==> config.mk <==
export PLATFORM = sky130hd
export DESIGN_NAME = tmoc_dup
export DESIGN_NICKNAME = d
export VERILOG_FILES = /design/src/rtl/tmoc_pkg.sv /design/src/rtl/tmoc_dup.sv
export SDC_FILE = /design/constraint.sdc
export NUM_CORES = 1
export LEC_CHECK = 0
export BUFFER_PORTS_ARGS = -buffer_cell sky130_fd_sc_hd__buf_2
export CORE_UTILIZATION = 54
export CTS_BUF_LIST = sky130_fd_sc_hd__clkbuf_4 sky130_fd_sc_hd__clkbuf_8 sky130_fd_sc_hd__clkbuf_16
export CTS_CLUSTER_DIAMETER = 100
export DETAILED_ROUTE_END_ITERATION = 12
export GPL_TIMING_DRIVEN = 0
export HOLD_SLACK_MARGIN = 0.15
export PLACE_DENSITY = 0.78
export SETUP_SLACK_MARGIN = 0.2
export SLEW_MARGIN = 20
export SYNTH_ARGS = -nofsm -noshare
export SYNTH_HDL_FRONTEND = slang
export SYNTH_SLANG_ARGS = --single-unit
==> constraint.sdc <==
create_clock -name clk -period 4 [get_ports clk]
set_clock_uncertainty 0.1 [all_clocks]
set_input_delay 0.4 -clock clk [delete_from_list [all_inputs] [get_ports clk]]
set_output_delay 0.4 -clock clk [all_outputs]
set_load 0.005 [all_outputs]
==> src/rtl/tmoc_pkg.sv <==
package tmoc_pkg;

    // Capture qualifiers that travel with each checker sample
    typedef struct packed {
        logic valid;  // counted compare
        logic first;  // first capture of a dwell window
        logic last;   // last capture of a dwell window
    } tmoc_flags_t;

    // Function shared by the stand-in units and the duplicate model
    function automatic logic [31:0] unit_fn(input logic [31:0] x, input int idx);
        return x * 32'(2 * idx + 3) + 32'(idx);
    endfunction

endpackage

==> src/rtl/tmoc_dup.sv <==
module tmoc_dup #(
    parameter int N_UNITS = 4,
    parameter int DATA_W  = 8,
    parameter int LAT     = 2
) (
    input  logic                       clk,
    input  logic                       rst_n,
    input  logic [DATA_W-1:0]          cap_x,
    input  logic [$clog2(N_UNITS)-1:0] cap_slot,
    input  tmoc_pkg::tmoc_flags_t      cap_flags,
    output logic [DATA_W-1:0]          dup_y,
    output logic [$clog2(N_UNITS)-1:0] tag_slot,
    output tmoc_pkg::tmoc_flags_t      tag_flags
);
    import tmoc_pkg::*;

    localparam int SW = $clog2(N_UNITS);

    typedef struct packed {
        logic [DATA_W-1:0] data;
        logic [SW-1:0]     slot;
        tmoc_flags_t       flags;
    } stage_t;

    stage_t pipe_d [LAT];
    stage_t pipe_q [LAT];

    always_comb begin
        pipe_d[0].data  = DATA_W'(unit_fn(32'(cap_x), int'(cap_slot)));
        pipe_d[0].slot  = cap_slot;
        pipe_d[0].flags = cap_flags;
        for (int s = 1; s < LAT; s++) begin
            pipe_d[s] = pipe_q[s-1];
        end
    end

    always_ff @(posedge clk) begin
        if (!rst_n) begin
            for (int s = 0; s < LAT; s++) begin
                pipe_q[s] <= '0;
            end
        end else begin
            pipe_q <= pipe_d;
        end
    end

    assign dup_y     = pipe_q[LAT-1].data;
    assign tag_slot  = pipe_q[LAT-1].slot;
    assign tag_flags = pipe_q[LAT-1].flags;

endmodule

==> results_dict.tcl, run 1 <==
set metrics [dict create \
    fin_crit_ps 3310 \
    rsz0062_at_grt "no" \
    cts_htree_levels 1 \
    pre_cts_slack_ps 346 \
    worst_pin_slew_ps 336 \
    ys_seq_area_share_pct 36.8 \
    hold_viol 0 \
    io_pins 28 \
    routed.top_layer "met3" \
    place.gp.congestion 0.741 \
    cts_setup_buffers 0 \
    rows 18 \
    antennaDiodeCount 0 \
    cts_tree "done" \
    nets 201 \
    drt_iter0_markers 4 \
    antenna_found_initial 0 \
    r2r_setup_slack_ps 3340 \
    synthCells 134 \
    totalWireLength_mm 1.99 \
    dr.pass1.iters 6 \
    synthTopCellsByArea "dfxtp_1 (37%), and2_1 (13%), fa_1 (13%)" \
    final_util_pct 66.2 \
    synth_compound_area_share_pct 6.02 \
    remaining_drc_errors 0 \
    synth_nets 169 \
    cp.arrival_ps 3430 \
    cp.required_ps 4120 \
    die_area_um2 2830 \
    synth_fa_ha_area_share_pct 22.5 \
    relSlewSlack_pct 77.6 \
    die_w_um 53.2 \
    synth_top_cell_area_share_pct 36.8 \
    cts_resized 0 \
    area_growth_pct 15.9 \
    fillers 223 \
    synth_flop_cell "dfxtp_1" \
    grt_max_degree 16 \
    async_reset_ff_share_pct 0 \
    viasPerCell 4.84 \
    synth_top_family_by_area "adder cells" \
    grt.total_usage_pct 17.6 \
    cts_max_path_buffers 2 \
    r2r_start "pipe_d[3]" \
    critPathKind "in -> reg" \
    crit_path_start_kind "input pin" \
    die_h_um 53.2 \
    hold_buffers 0 \
    drtAntennaViolNets 0 \
    synth_edf_count 0 \
    via_count 944 \
    fmax_mhz 303 \
    numCtsBuffers 3 \
    root_buffer "clkbuf_4" \
    start_util_pct 57.1 \
    wl_per_cell_um 10.2 \
    ys_ff_latch 26 \
    max-vdd-ir-drop_v 0.000337 \
    max-cap-violations 0 \
    port-buffer-count 27 \
    setup_viol 0 \
    grt_pass1_wl_mm 3.55 \
    mostFrequentLayoutCells "and2_1 (29), buf_2 (27), dfxtp_1 (26)" \
    coreArea_um2 2480 \
    cts_sinks 26 \
    p_per_area_nw_per_um2 428 \
    grt_remaining_overflow 0 \
    synthMuxAreaShare_pct 1.77 \
    setup_slack_ps 694 \
    clock_latency_ps 310 \
    grt_pass1_vias 908 \
    crit_start "cap_slot[1]" \
    crit_path_end "pipe_d[10]" \
    path_clk_slew_ps 130 \
    synthSimpleGateAreaFrac_pct 20.9 \
    syn_area_per_cell_um2 10.6 \
    period_share_pct 82.6 \
    synth_top_area_cell "dfxtp_1" \
    crit_path_end_kind "flip-flop" \
    tns_ps 0 \
    cp_max_fo 6 \
    status "finished clean" \
    reg2reg_depth 1 \
    yosysUniqueCellTypes 27 \
    hpwl_mm 1.69 \
    drive_gt1_share_pct 21.2 \
    synthXorXnorAreaFrac_pct 7.79 \
    wl_met2_mm 1.08 \
    wl_met1_um 849 \
    r2r_end "tag_slot[0]" \
    maxSlewViolCount 0 \
    netlist_area_um2 1410 \
    dr_wl_met3_um 57 \
    leakagePower_nw 0.831 \
    final_common_cell "and2_1" \
    ys_warn_count 0 \
    hold_path.class "in -> reg" \
]
## synth_stat cells, types with 2 or more instances
library cell  instances
a21o_1                3
nand3_1               2
inv_1                10
nand2b_1              4
xor2_1                3
ha_1                 11
and2b_1               2
and3_1                2
and2_1               29
fa_1                  9
dfxtp_1              26
xnor2_1               7
nand2_1               8
clkbuf_1              3
a21oi_1               3
## routing by layer
layer | vias to the layer above | track usage (%)
met2 | 24 | 33.5
met1 | 430 | 18.8
met3 | 0 | 1.72
li1 | 490 | -
met4 | 0 | 9.21
met5 | - | 0
## area by class of cell
cell class / count / area [um2] / share of cell area [%]
buffer: 4 / 22.5 / 1.37
clock buffer: 3 / 22.5 / 1.37
tap: 30 / 37.5 / 2.29
sequential: 26 / 520 / 31.8
inverter: 10 / 37.5 / 2.29
timing repair buffer: 27 / 135 / 8.24
multi-input combinational: 94 / 833 / 50.8
clock inverter: 1 / 30.0 / 1.83
## critical path, stage by stage
cell	delay, ps
buf_2	130
ha_1	370
nand2_1	100
fa_1	500
inv_1	50
fa_1	450
ha_1	370
and3_1	210
a2111o_1	470
a21oi_2	170
xnor2_1	60
and2_1	140
## where the power goes
group	internal (mW)	switching (mW)
clock	0.101	0.0680
combinational	0.118	0.107
sequential	0.300	0.00738
## cell families (layout without fill, tap and decap cells)
kind of cell	Yosys count	count (layout)
buffers and inverters	14	45
adder cells (fa/ha/maj)	20	20
AO/OA/AOI/OAI	11	11
XOR/XNOR	11	11
flip-flops	26	26
multiplexers	2	2
AND/OR/NAND/NOR	50	50
## stage by stage
stage | hold WS [ps] | total power [mW] | instances | cell area, um2
floorplan | 306 | 0.487 | 134 | 1410
global placement | 316 | 0.533 | 191 | 1590
detailed placement | 323 | 0.541 | 191 | 1590
CTS | 170 | 0.713 | 195 | 1640
global route | 161 | 0.761 | 195 | 1640
finish | 187 | 0.702 | 195 | 1640
## registers in the layout (all words and copies together) (netlist names)
register / count
pipe_d: 13
dup_y: 8
tag_slot: 2
tag_flags: 3
## how the worst min path moves through the flow
| stage | startpoint | end | depth (start not counted) |
|---|---|---|---|
| after floorplan | pipe_d[5] | dup_y[0] | 1 |
| after global routing | cap_flags[0] | pipe_d[0] | 2 |
| after global placement | pipe_d[5] | dup_y[0] | 1 |
| final | cap_flags[2] | pipe_d[2] | 2 |
| after detailed placement | pipe_d[10] | dup_y[5] | 1 |
| after CTS | cap_flags[1] | pipe_d[1] | 2 |
Power figures use the tool's default switching activity.
==> run 2: changes to the inputs <==
clock period = 3.4 ns   (was 4 ns; I/O delays follow)
==> run 2 against run 1 <==
The run now ends with DRC left. Sequential share of layout area decreased by 1.0 points. Core utilization increased by 2.2 points. Global-route usage increased by 1.4 points. Critical endpoint unchanged.
==> results_dict.tcl, run 2 (same netlist as run 1, synthesis figures left out) <==
set metrics [dict create \
    status "complete, but fails checks" \
    failed_checks "DRC" \
    die_h_um 53.2 \
    slowest_delay_ps 550 \
    coreArea_um2 2480 \
    root_buffer "clkbuf_4" \
    nets 204 \
    p_switching_mw 0.226 \
    multi_input_area_um2 858 \
    pwr-share-comb_pct 33.3 \
    cts_setup_buffers 0 \
    seqCellArea_um2 520 \
    antennaDiodeCount 0 \
    clock_latency_ps 310 \
    cts_tree "done" \
    drt_iter0_markers 7 \
    max-vdd-ir-drop_v 0.000443 \
    largest_reg_flops 13 \
    fillers 204 \
    cts_sinks 26 \
    max-cap-violations 0 \
    place.gp.congestion 0.722 \
    hold_path.class "in -> reg" \
    grt_pass1_vias 922 \
    dr.pass1.iters 9 \
    drtAntennaViolNets 0 \
    cts_max_path_buffers 2 \
    relSlewSlack_pct 76.7 \
    crit_path_top_delay_cell "fa_1" \
    via_count 960 \
    setup_viol 0 \
    numCtsBuffers 3 \
    start_util_pct 57.1 \
    path_cells "buf_2 > ha_4 > nand2_1 > fa_1 > inv_1 > fa_1 > ha_4 > and3_1 > a2111o_1 > a21oi_2 > xnor2_1 > and2_1" \
    seqPwrFrac_pct 42.7 \
    cp.arrival_ps 3170 \
    p_per_area_nw_per_um2 501 \
    drive_gt1_share_pct 22.0 \
    hold_viol 0 \
    die_w_um 53.2 \
    totalWireLength_mm 2.21 \
    leakagePower_nw 0.843 \
    grt_remaining_overflow 0 \
    wl_per_cell_um 11.2 \
    crit_path_start_kind "input pin" \
    critPathKind "in -> reg" \
    io_pins 28 \
    viasPerCell 4.85 \
    power_mw 0.849 \
    grt_pass1_wl_mm 3.82 \
    antenna_found_initial 0 \
    switching_share_pct 26.6 \
    cts_htree_levels 1 \
    maxSlewViolCount 0 \
    area_growth_pct 19.8 \
    cp_max_fo 6 \
    rows 18 \
    p_int_mw 0.623 \
    port-buffer-count 27 \
    pre_cts_slack_ps -90.1 \
    grt.total_usage_pct 19.0 \
    fin_crit_ps 3040 \
    rsz0062_at_grt "no" \
    clkPwrFrac_pct 24.0 \
    period_share_pct 89.4 \
    whs_ps 242 \
    final_common_cell "and2_1" \
    fmax_mhz 329 \
    worst_pin_slew_ps 350 \
    mostFrequentLayoutCells "and2_1 (29), buf_2 (27), dfxtp_1 (26)" \
    grt_max_degree 16 \
    cp.required_ps 3530 \
    hpwl_mm 1.78 \
    crit_path_end_kind "flip-flop" \
    setup_slack_ps 359 \
    path_clk_slew_ps 130 \
    die_area_um2 2830 \
    remaining_drc_errors 1 \
]
[run 2: changes by cell type in the layout (fill, tap and decap cells not counted)]
cell	delta
ha_1	-2
dlygate4sd3_1	+3
ha_4	+2
[run 2: metal layers]
layer | GRT usage [%] | share of wire, % | vias up | wire length [um]
li1 | - | - | 496 | -
met1 | 21.1 | 42 | 437 | 936
met2 | 36.1 | 54 | 25 | 1190
met3 | 1.72 | 3.1 | 2 | 68
met4 | 7.89 | 0.59 | 0 | 13
met5 | 0 | 0 | - | 0
[run 2: worst max-delay path, delay by kind of cell]
family / cells / cell delay [ps]
AO/OA/AOI/OAI: 2 / 600
buffers and inverters: 2 / 190
adder cells (fa/ha/maj): 4 / 1580
XOR/XNOR: 1 / 60
AND/OR/NAND/NOR: 3 / 400
[run 2: final cells by class]
| cell class | instances | share of cell area (%) |
|---|---|---|
| clock inverter | 1 | 1.77 |
| tap | 30 | 2.22 |
| clock buffer | 3 | 1.33 |
| multi-input combinational | 94 | 50.7 |
| buffer | 4 | 1.33 |
| inverter | 10 | 2.22 |
| timing repair buffer | 30 | 9.75 |
| sequential | 26 | 30.7 |
[run 2: power by group through the flow]
stage	Clock, mW	Combinational [mW]	Sequential [mW]
2_1_floorplan	0	0.208	0.371
3_3_place_gp	0	0.265	0.368
3_5_place_dp	0	0.277	0.370
4_1_cts	0.206	0.283	0.363
5_1_grt	0.221	0.321	0.367
6_report	0.203	0.283	0.363
[run 2: path summary, 6_finish.rpt]
kind | startpoint | end | slack, ps | cells past startpoint
setup / recovery | cap_slot[1] | pipe_d[10] | 360 | 12
hold / removal | cap_slot[1] | pipe_d[4] | 240 | 2
setup reg to reg | pipe_d[2] | tag_flags[2] | 2740 | 1
hold reg to reg | pipe_d[5] | dup_y[0] | 350 | 1
[run 2: through the flow]
step | TNS, ps | std cells | cell area (um2) | utilization [%]
after floorplan | 0 | 134 | 1430 | -
after global placement | -63.6 | 191 | 1600 | 64.5
after detailed placement | -139 | 191 | 1600 | 64.5
after CTS | 0 | 198 | 1680 | 67.9
after global routing | 0 | 198 | 1690 | 68.4
final | 0 | 198 | 1690 | 68.4
[run 2: timing repair]
| item | CTS | global route |
|---|---|---|
| endpoints found under the setup margin | 0 | 2 |
| gates resized for setup | 0 | 2 |
| endpoints found under the hold margin | 3 | 0 |
| hold buffers | 3 | 0 |
==> run 3: changes to the inputs <==
PLACE_DENSITY = default   (was 0.78)
PLACE_DENSITY_LB_ADDON = 0.15   (was default)
==> run 3 against run 2 <==
The flow now finishes without violations. Sequential power hardly changed. Clock-buffer cell count unchanged. Critical path depth is the same. Non-clock buffer count is the same. Die area is the same. Via count is 0.63% lower. Global-route usage down 1.9 points. Clock power is essentially flat. Critical path type unchanged. Largest power group unchanged. Highest routed layer unchanged.
==> results_dict.tcl, run 3 (same netlist as run 1, synthesis figures left out) <==
set metrics [dict create \
    status "finished clean" \
    grt_pass1_wl_mm 3.49 \
    period_share_pct 89.5 \
    grt_pass1_vias 874 \
    hold_end "pipe_d[4]" \
    hold_viol 0 \
    start_util_pct 57.1 \
    reg2reg_depth 1 \
    r2r_setup_slack_ps 2720 \
    drive_gt1_share_pct 22.0 \
    hold_path.class "in -> reg" \
    nets 204 \
    p_per_area_nw_per_um2 498 \
    cp_max_fo 6 \
    area_growth_pct 19.8 \
    critPathKind "in -> reg" \
    crit_path_top_delay_cell "fa_1" \
    max-cap-violations 0 \
    r2r_start "pipe_d[1]" \
    cts_max_path_buffers 2 \
    maxSlewViolCount 0 \
    fmax_mhz 329 \
    die_area_um2 2830 \
    grt.total_usage_pct 17.1 \
    path_clk_slew_ps 140 \
    die_w_um 53.2 \
    antennaDiodeCount 0 \
    root_buffer "clkbuf_4" \
    setup_viol 0 \
    cts_tree "done" \
    remaining_drc_errors 0 \
    relSlewSlack_pct 76.2 \
    die_h_um 53.2 \
    max-vdd-ir-drop_v 0.000382 \
    hp-start "cap_slot[1]" \
    tns_ps 0 \
    power_mw 0.844 \
    pre_cts_slack_ps -108 \
    rows 18 \
    crit_path_start_kind "input pin" \
    leakagePower_nw 0.843 \
    slowest_delay_ps 550 \
    drtAntennaViolNets 0 \
    hpwl_mm 1.75 \
    totalWireLength_mm 2.13 \
    rsz0062_at_grt "no" \
    grt_max_degree 16 \
    dr.pass1.iters 6 \
    cp.arrival_ps 3170 \
    path_cells "buf_2 > ha_4 > nand2_1 > fa_1 > inv_1 > fa_1 > ha_4 > and3_1 > a2111o_1 > a21oi_2 > xnor2_1 > and2_1" \
    antenna_found_initial 0 \
    io_pins 28 \
    crit_path_end_kind "flip-flop" \
    setup_slack_ps 356 \
    final_cells 198 \
    final_util_pct 68.4 \
    viasPerCell 4.82 \
    worst_pin_slew_ps 356 \
    mostFrequentLayoutCells "and2_1 (29), buf_2 (27), dfxtp_1 (26)" \
    cts_sinks 26 \
    wl_per_cell_um 10.7 \
    holdPathStages 2 \
    place.gp.congestion 0.707 \
    coreArea_um2 2480 \
    grt_remaining_overflow 0 \
    dp.cells 191 \
    via_count 954 \
    cp.required_ps 3530 \
    clock_latency_ps 310 \
    final_common_cell "and2_1" \
    drt_iter0_markers 8 \
    numCtsBuffers 3 \
    r2r_end "tag_flags[1]" \
    cts_htree_levels 1 \
    fin_crit_ps 3040 \
    port-buffer-count 27 \
    largest_reg_flops 13 \
]
-- run 3: through the flow --
step	hold slack (ps)	area, um2
5_1_grt	249	1690
3_5_place_dp	314	1600
3_3_place_gp	310	1600
6_report	249	1690
2_1_floorplan	306	1430
4_1_cts	218	1680
-- run 3: worst max path at each step --
stage / startpoint / endpoint / slack, ps / cells past startpoint
4_1_cts: cap_slot[1] / pipe_d[10] / 240 / 12
3_5_place_dp: cap_slot[1] / pipe_d[10] / -110 / 12
3_3_place_gp: cap_slot[1] / pipe_d[10] / -60 / 12
2_1_floorplan: cap_slot[0] / pipe_d[10] / 230 / 11
6_report: cap_slot[1] / pipe_d[10] / 360 / 12
5_1_grt: cap_slot[1] / pipe_d[12] / 270 / 12
-- run 3: cell type report --
class	instances	area [um2]
fillers	216	783
clock buffers	3	22.5
repair buffers	30	165
plain buffers	4	22.5
flip-flops and latches	26	520
clock inverters	1	30.0
well taps	30	37.5
inverters	10	37.5
multi-input cells	94	858
-- run 3: timing repair --
action,4_1_cts,5_1_grt
setup endpoints to repair,0,2
resized for setup,0,2
endpoints found under the hold margin,3,0
setup buffers,0,0
hold buffers,3,0
-- run 3: where the power goes --
group,internal (mW),switching (mW)
Sequential,0.353,0.00840
Combinational,0.150,0.130
Clock,0.119,0.0830
Total,0.623,0.221
-- run 3: worst max-delay path, delay by kind of cell --
kind / cells / cell delay [ps]
simple gates: 3 / 390
buf+inv: 2 / 200
fa+ha+maj: 4 / 1580
xor+xnor: 1 / 60
compound gates: 2 / 590
-- run 3: routing by layer --
| layer | track usage [%] | wire length [um] |
|---|---|---|
| met3 | 2.59 | 64 |
| met4 | 6.58 | 15 |
| met5 | 0 | 0 |
| met1 | 20.2 | 940 |
| met2 | 30.6 | 1110 |
